`src/rtl/uart_fifo_pkg.sv`:
```
package uart_fifo_pkg;

  typedef enum logic [1:0] {
    REG_DATA = 2'd0,
    REG_CFG  = 2'd1,
    REG_THR  = 2'd2,
    REG_STAT = 2'd3
  } reg_addr_e;

  typedef struct packed {
    logic [1:0] rsvd;
    logic       tx_delay;
    logic       tx_irq_mode;
    logic [1:0] thr_scale;
    logic [1:0] depth_sel;
  } cfg_t;

  localparam logic [7:0] IID_NONE = 8'h01;
  localparam logic [7:0] IID_TX   = 8'h02;
  localparam logic [7:0] IID_RX   = 8'h04;

endpackage

```
`src/rtl/byte_fifo.sv`:
```
module byte_fifo #(
  parameter int WIDTH = 8,
  parameter int DEPTH = 128,
  localparam int AW = $clog2(DEPTH),
  localparam int CW = AW + 1
) (
  input  logic             clk,
  input  logic             rst,
  input  logic             flush,
  input  logic [CW-1:0]    limit,
  input  logic             push,
  input  logic [WIDTH-1:0] din,
  input  logic             pop,
  output logic [WIDTH-1:0] dout,
  output logic [CW-1:0]    level,
  output logic             full,
  output logic             empty
);

  logic [WIDTH-1:0] mem [DEPTH];
  logic [AW-1:0] wr_ptr, rd_ptr;
  logic do_push, do_pop;

  assign full    = (level >= limit);
  assign empty   = (level == '0);
  assign do_push = push && !full;
  assign do_pop  = pop && !empty;

  always_ff @(posedge clk) begin
    if (do_push) mem[wr_ptr] <= din;
  end

  always_ff @(posedge clk) begin
    if (do_pop) dout <= mem[rd_ptr];
  end

  always_ff @(posedge clk) begin
    if (rst || flush) begin
      wr_ptr <= '0;
      rd_ptr <= '0;
      level  <= '0;
    end else begin
      if (do_push) wr_ptr <= wr_ptr + 1'b1;
      if (do_pop)  rd_ptr <= rd_ptr + 1'b1;
      case ({do_push, do_pop})
        2'b10:   level <= level + 1'b1;
        2'b01:   level <= level - 1'b1;
        default: level <= level;
      endcase
    end
  end

  // level never passes the selected depth
  a_r2_no_overflow: assert property (@(posedge clk) disable iff (rst)
    level <= limit);

  // a push at full is dropped
  a_r2_full_drop: assert property (@(posedge clk) disable iff (rst)
    (full && push && !pop && !flush) |=> (level == $past(level)));

endmodule

```
`src/rtl/rx_trigger.sv`:
```
module rx_trigger #(
  parameter int CW = 8,
  parameter int TW = 8,
  parameter int SW = 2,
  localparam int SHIFTW = TW + (1 << SW) - 1,
  localparam int XW = (SHIFTW > CW) ? SHIFTW : CW
) (
  input  logic          clk,
  input  logic          rst,
  input  logic [TW-1:0] base,
  input  logic [SW-1:0] scale,
  input  logic [CW-1:0] limit,
  input  logic [CW-1:0] level,
  output logic          irq_rx
);

  logic [XW-1:0] scaled, lim_x, eff;

  always_comb begin
    scaled = XW'(base) << scale;
    lim_x  = XW'(limit);
    eff    = (scaled > lim_x) ? lim_x : scaled;
  end

  always_ff @(posedge clk) begin
    if (rst) irq_rx <= 1'b0;
    else     irq_rx <= (level != '0) && (XW'(level) >= eff);
  end

  // an empty receive FIFO never leaves the interrupt high
  a_r5_quiet_when_empty: assert property (@(posedge clk) disable iff (rst)
    (level == '0) |=> !irq_rx);

endmodule

```
`src/rtl/tx_launch.sv`:
```
module tx_launch (
  input  logic clk,
  input  logic rst,
  input  logic delay_en,
  input  logic irq_mode,
  input  logic fifo_empty,
  input  logic wr_accept,
  input  logic flush,
  input  logic shift_empty,
  input  logic bit_tick,
  input  logic ident_rd,
  output logic pop,
  output logic tx_load,
  output logic irq_tx
);

  logic armed, cond, cond_q, rise;

  assign pop  = !fifo_empty && shift_empty && !tx_load && !armed && !flush;
  assign cond = irq_mode ? (fifo_empty && shift_empty && !tx_load) : fifo_empty;
  assign rise = cond && !cond_q;

  always_ff @(posedge clk) begin
    if (rst || flush)
      armed <= 1'b0;
    else if (delay_en && wr_accept && fifo_empty && shift_empty && !tx_load)
      armed <= 1'b1;
    else if (bit_tick)
      armed <= 1'b0;
  end

  always_ff @(posedge clk) begin
    if (rst) begin
      tx_load <= 1'b0;
      cond_q  <= 1'b1;
      irq_tx  <= 1'b0;
    end else begin
      tx_load <= pop;
      cond_q  <= cond;
      if (rise)                  irq_tx <= 1'b1;
      else if (ident_rd || !cond) irq_tx <= 1'b0;
    end
  end

  // load is a single-cycle pulse
  a_r10_single_pulse: assert property (@(posedge clk) disable iff (rst)
    tx_load |=> !tx_load);

  // a load follows a cycle with the shifter idle
  a_r10_after_idle: assert property (@(posedge clk) disable iff (rst)
    tx_load |-> $past(shift_empty));

  // while the start delay is armed no load is issued
  a_r9_armed_blocks: assert property (@(posedge clk) disable iff (rst)
    armed |=> !tx_load);

  // identification read clears the transmit interrupt
  a_r8_ident_clears: assert property (@(posedge clk) disable iff (rst)
    (ident_rd && !rise) |=> !irq_tx);

endmodule

```
`src/rtl/uart_fifo_ctl.sv`:
```
module uart_fifo_ctl
  import uart_fifo_pkg::*;
#(
  parameter int DATA_W    = 8,
  parameter int MAX_DEPTH = 128,
  parameter int MIN_DEPTH = 16,
  localparam int AW = $clog2(MAX_DEPTH),
  localparam int CW = AW + 1
) (
  input  logic              clk,
  input  logic              rst,
  input  logic              reg_wr,
  input  logic              reg_rd,
  input  logic [1:0]        reg_addr,
  input  logic [7:0]        reg_wdata,
  output logic [7:0]        reg_rdata,
  output logic              tx_load,
  output logic [DATA_W-1:0] tx_byte,
  input  logic              tx_shift_empty,
  input  logic              bit_tick,
  input  logic              rx_valid,
  input  logic [DATA_W-1:0] rx_byte,
  output logic              irq_rx,
  output logic              irq_tx
);

  cfg_t       cfg_q;
  logic [7:0] base_q;
  logic       overrun;
  logic       rd_sel_q;
  logic [7:0] misc_q;

  logic wr_data, wr_cfg, wr_thr, rd_data, rd_ident, rd_stat, flush;
  logic [CW-1:0] limit;

  logic [DATA_W-1:0] rx_dout;
  logic [CW-1:0] rx_level, tx_level;
  logic rx_full, rx_empty, tx_full, tx_empty, tx_pop;

  assign wr_data  = reg_wr && (reg_addr == REG_DATA);
  assign wr_cfg   = reg_wr && (reg_addr == REG_CFG);
  assign wr_thr   = reg_wr && (reg_addr == REG_THR);
  assign rd_data  = reg_rd && (reg_addr == REG_DATA);
  assign rd_ident = reg_rd && (reg_addr == REG_THR);
  assign rd_stat  = reg_rd && (reg_addr == REG_STAT);
  assign flush    = wr_cfg && (reg_wdata[1:0] != cfg_q.depth_sel);
  assign limit    = CW'(MIN_DEPTH) << cfg_q.depth_sel;

  always_ff @(posedge clk) begin
    if (rst) begin
      cfg_q  <= '0;
      base_q <= 8'd1;
    end else begin
      if (wr_cfg) cfg_q  <= cfg_t'({2'b00, reg_wdata[5:0]});
      if (wr_thr) base_q <= reg_wdata;
    end
  end

  always_ff @(posedge clk) begin
    if (rst)                       overrun <= 1'b0;
    else if (rx_valid && rx_full)  overrun <= 1'b1;
    else if (rd_stat)              overrun <= 1'b0;
  end

  byte_fifo #(.WIDTH(DATA_W), .DEPTH(MAX_DEPTH)) u_rx_fifo (
    .clk(clk), .rst(rst), .flush(flush), .limit(limit),
    .push(rx_valid), .din(rx_byte), .pop(rd_data), .dout(rx_dout),
    .level(rx_level), .full(rx_full), .empty(rx_empty)
  );

  byte_fifo #(.WIDTH(DATA_W), .DEPTH(MAX_DEPTH)) u_tx_fifo (
    .clk(clk), .rst(rst), .flush(flush), .limit(limit),
    .push(wr_data), .din(reg_wdata[DATA_W-1:0]), .pop(tx_pop), .dout(tx_byte),
    .level(tx_level), .full(tx_full), .empty(tx_empty)
  );

  rx_trigger #(.CW(CW), .TW(8), .SW(2)) u_rx_trigger (
    .clk(clk), .rst(rst), .base(base_q), .scale(cfg_q.thr_scale),
    .limit(limit), .level(rx_level), .irq_rx(irq_rx)
  );

  tx_launch u_tx_launch (
    .clk(clk), .rst(rst), .delay_en(cfg_q.tx_delay), .irq_mode(cfg_q.tx_irq_mode),
    .fifo_empty(tx_empty), .wr_accept(wr_data && !tx_full), .flush(flush),
    .shift_empty(tx_shift_empty), .bit_tick(bit_tick), .ident_rd(rd_ident),
    .pop(tx_pop), .tx_load(tx_load), .irq_tx(irq_tx)
  );

  logic [7:0] iid, status;
  assign iid    = irq_rx ? IID_RX : (irq_tx ? IID_TX : IID_NONE);
  assign status = {1'b0, tx_empty && tx_shift_empty && !tx_load, tx_empty,
                   3'b000, overrun, !rx_empty};

  always_ff @(posedge clk) begin
    if (rst) begin
      rd_sel_q <= 1'b0;
      misc_q   <= '0;
    end else if (reg_rd) begin
      rd_sel_q <= rd_data;
      case (reg_addr)
        REG_CFG:  misc_q <= cfg_q;
        REG_THR:  misc_q <= iid;
        REG_STAT: misc_q <= status;
        default:  misc_q <= '0;
      endcase
    end
  end

  assign reg_rdata = rd_sel_q ? 8'(rx_dout) : misc_q;

  // overrun holds until a status read
  a_r3_overrun_sticky: assert property (@(posedge clk) disable iff (rst)
    (overrun && !rd_stat) |=> overrun);

  // a byte arriving at full sets overrun
  a_r3_overrun_set: assert property (@(posedge clk) disable iff (rst)
    (rx_valid && rx_full) |=> overrun);

  // a depth change leaves both FIFOs empty
  a_r4_flush_empties: assert property (@(posedge clk) disable iff (rst)
    flush |=> (rx_empty && tx_empty));

endmodule

```
`config.mk`:
```
export PLATFORM = sky130hd
export DESIGN_NAME = uart_fifo_ctl
export DESIGN_NICKNAME = d
export VERILOG_FILES = /design/src/rtl/uart_fifo_pkg.sv /design/src/rtl/byte_fifo.sv /design/src/rtl/rx_trigger.sv /design/src/rtl/tx_launch.sv /design/src/rtl/uart_fifo_ctl.sv
export SDC_FILE = /design/constraint.sdc
export NUM_CORES = 2
export LEC_CHECK = 0
export CAP_MARGIN = 5
export CORE_ASPECT_RATIO = 0.5
export CORE_MARGIN = 2
export CORE_UTILIZATION = 25
export DETAILED_ROUTE_END_ITERATION = 8
export MAX_ROUTING_LAYER = met4
export PLACE_DENSITY_LB_ADDON = 0.12
export SLEW_MARGIN = 5
export SYNTH_ARGS = -nofsm -noshare
export SYNTH_HDL_FRONTEND = slang
export SYNTH_SLANG_ARGS = --single-unit
```
`constraint.sdc`:
```
create_clock -name clk -period 6.5 [get_ports clk]
set_input_delay 1.3 -clock clk [delete_from_list [all_inputs] [get_ports clk]]
set_output_delay 1.3 -clock clk [all_outputs]
set_load 0.02 [all_outputs]
```
==> results.toml <==
[yosys]
ys_types = 79
syn_nets = 4378
synth_async_sr_flop_share_pct = 0
synthXorXnorAreaFrac_pct = 0.3217
ys_seq_area_share_pct = 75.15
synth_top_cell_by_area = "edfxtp_1"
synth.area.top_cells = "edfxtp_1 73%, mux4_2 13%, nor2_1 1.7%, dfxtp_1 1.7%, mux2i_1 1.2%"
post_synth.cell_area_avg_um2 = 19.57
synth-seq-cells = 2136
yosys_warnings = 0
synthCells = 4313
synth_edf_count = 2064
netlist_area_um2 = 84390
synth_top_cell_area_share_pct = 73.45
synth_top_family_by_area = "multiplexers"
synth_mux_area_share_pct = 14.30
synth_compound_area_share_pct = 3.472
synth-simple-area-share_pct = 4.491
synth_adder_area_share_pct = 0.6109
ys.flop_type = "edfxtp_1"

[placement]
dp_hpwl_um = 162600
portBuffers = 43
gp_congestion = 0.8041

[cells_and_area]
final_layout_size_suffix_gt1_share_pct = 20.37
layout_commonest_cell = "edfxtp_1"
area_delta_synth_final_pct = 14.34
final_cell_mix = "2064 x edfxtp_1, 473 x mux4_2, 387 x nor2_1, 217 x clkbuf_16, 124 x nand2_1"
nNetsFinal = 4497

[worst_setup_path]
reg2reg_from = "cfg_q[0]$_SDFFE_PP0P_"
start_kind = "register"
path_max_fanout = 16
end_kind = "register"
crit_start = "cfg_q[0]$_SDFFE_PP0P_"
reg2reg_to = "u_rx_fifo.mem[58][4]$_DFFE_PP_"
r2r_cells = 9
worstPathArrival_ns = 4.95
critPathRequiredTime_ns = 6.97
rrSetupSlack_ns = 2.01
setup.worst_path.class = "register to register"

[route]
wl_um = 262800
dr.pass1.iters = 6
ant_nets = 0
routedWlPerCell_um = 28.97
viasPerCell = 4.697
drc = 0
drt_iter0_drc = 4046
vias = 42598

[sta]
hold_violations = 0
holdWs_ns = 0.4653
rsz0062_at_grt = "no"
fmax_ghz = 0.2230
maxSlewViolCount = 0
layout_min_cycle_time_ns = 4.485
worstMarginPinSlew_ns = 1.248
setup_violations = 0
fin_tns_setup_ns = 0
finClkSkew_ns = 0.04427
min_period_over_period_pct = 69.00
slew_headroom_pct = 16.62

[global_routing]
first_global_vias = 44232
grt.overflow.total = 0
grt_max_degree = 130
grt_pass1_wl_um = 365500
antenna_found_initial = 11
track_usage_pct = 15.43

[power_and_ir_drop]
totalPowerFinal_uw = 29720
powerDensity_nw_per_um2 = 308.1
p_leak_uw = 0.02816
vdd_drop_max_v = 0.0002062

[min_path]
min_path_cells = 2
min_from = "overrun$_SDFFE_PP0P_"
worst_hold_path_type = "register to register"
hold_path_end = "overrun$_SDFFE_PP0P_"

[clock_tree]
path_clk_slew_ns = 0.07
clk_latency_ns = 0.88
cts.sinks = 2136
ctsResizeCount = 0
cts-hold-fix-buffers = 0
post_cts_buffers = 0
cts_root_buf = "clkbuf_16"
cts_max_path_buffers = 4
htreeDepth = 4
numCtsBuffers = 215
cts_tree = "built"

[floorplanning]
die_h_um = 414.8
core_area_um2 = 335000
dieArea_um2 = 342500
rows = 150
die_x_um = 825.7
num_io_pins = 44
initial_core_util_pct = 25.19

[job]
cap_violations = 0

[run_status]
status = "completed"
[sequential cells by signal (all words and copies together) (netlist names)]
signal	cells
base_q	8
overrun	1
u_tx_fifo.mem	1024
u_rx_fifo.rd_ptr	7
u_tx_fifo.rd_ptr	7
u_rx_fifo.level	8
rd_sel_q	1
u_rx_fifo.wr_ptr	7
cfg_q	6
u_tx_launch.armed	1
u_rx_fifo.mem	1024
u_rx_fifo.dout	8
u_tx_launch.cond_q	1
u_tx_fifo.wr_ptr	7
u_tx_fifo.dout	8
u_rx_trigger.irq_rx	1
misc_q	7
u_tx_fifo.level	8
u_tx_launch.irq_tx	1
u_tx_launch.tx_load	1
[metal layers]
layer,GRT usage [%],vias to the layer above,routed length (um)
met1,20.77,23282,118400
met5,-,-,0
met3,2.226,295,11620
met2,25.06,1061,127600
met4,3.029,0,5080
li1,-,17960,-
[power by group]
group | leakage, uW | switching [uW] | internal, uW | total (uW)
combinational | 0.00591 | 1580 | 1070 | 2650
clock | 0.00311 | 5350 | 6440 | 11800
sequential | 0.0191 | 119 | 15200 | 15300
[cell usage after synthesis, types with 7 or more instances]
cell type  number
edfxtp_1     2064
mux4_2        473
nor2_1        388
nand2_1       124
mux2i_1       104
clkbuf_1       86
a22oi_1        81
buf_2          81
a21oi_1        72
dfxtp_1        72
nand3_1        67
nor2b_1        64
buf_4          45
o22ai_1        42
ha_1           38
nor3_1         37
a211oi_1       33
o21ai_0        31
a221oi_1       27
nand4_1        27
mux2_2         24
nand2b_1       24
inv_1          22
a31oi_1        19
xnor2_1        19
buf_1          17
and2_1         16
a22o_1         14
buf_6          13
o211ai_1       12
xor2_1         12
a2111oi_0      11
nor4_1         11
or3_1          11
and3_1         10
o21a_1         10
o221ai_1        8
or4_1           8
a311oi_1        7
a32oi_1         7
[through the flow]
stage | util, % | instances | instance area (um^2) | setup WS [ns]
2_1_floorplan | - | 4313 | 84390 | 1.810
3_3_place_gp | 26.90 | 8699 | 90130 | 1.324
3_5_place_dp | 26.90 | 8699 | 90130 | 1.192
4_1_cts | 28.80 | 9069 | 96490 | 1.968
5_1_grt | 28.80 | 9070 | 96490 | 1.614
6_report | 28.80 | 9070 | 96490 | 2.015
[area by class of cell]
| type | instances | area [um^2] |
|---|---|---|
| clock buffer | 267 | 5618 |
| fill | 32822 | 238500 |
| timing repair buffer | 146 | 1364 |
| clock inverter | 103 | 737.0 |
| sequential | 2136 | 63450 |
| inverter | 24 | 90.09 |
| multi-input combinational | 1909 | 19620 |
| antenna | 1 | 2.502 |
| tap | 4484 | 5610 |
[kinds of logic (layout without fill, tap and decap cells)]
logic type,count (synthesis),count (layout)
compound gates,415,415
other cells,0,1
mux,605,605
buf+inv,268,540
xor+xnor,31,31
flops,2136,2136
simple gates,818,818
fa+ha+maj,40,40
[worst max-delay path: stages, from the launching register on]
cell       delay (ns)
dfxtp_1          0.46
nor2b_1          0.21
inv_1            0.10
ha_1             0.28
o21a_1           0.10
o21a_1           0.16
o21a_1           0.23
nor3b_2          0.72
nand4bb_4        0.84
nor2_1           0.94
[worst max-delay path by stage]
stage                                      end  slack (ns)  depth (start not counted)
2_1_floorplan  u_tx_fifo.level[6]$_SDFFE_PP0P_        1.81                         12
3_3_place_gp     u_tx_fifo.mem[2][6]$_DFFE_PP_        1.32                          5
3_5_place_dp     u_tx_fifo.mem[2][4]$_DFFE_PP_        1.19                          5
4_1_cts         u_rx_fifo.mem[58][6]$_DFFE_PP_        1.97                          9
5_1_grt        u_rx_fifo.level[6]$_SDFFE_PP0P_        1.61                         16
6_report        u_rx_fifo.mem[58][4]$_DFFE_PP_        2.01                          9
Power figures use the tool's default switching activity.
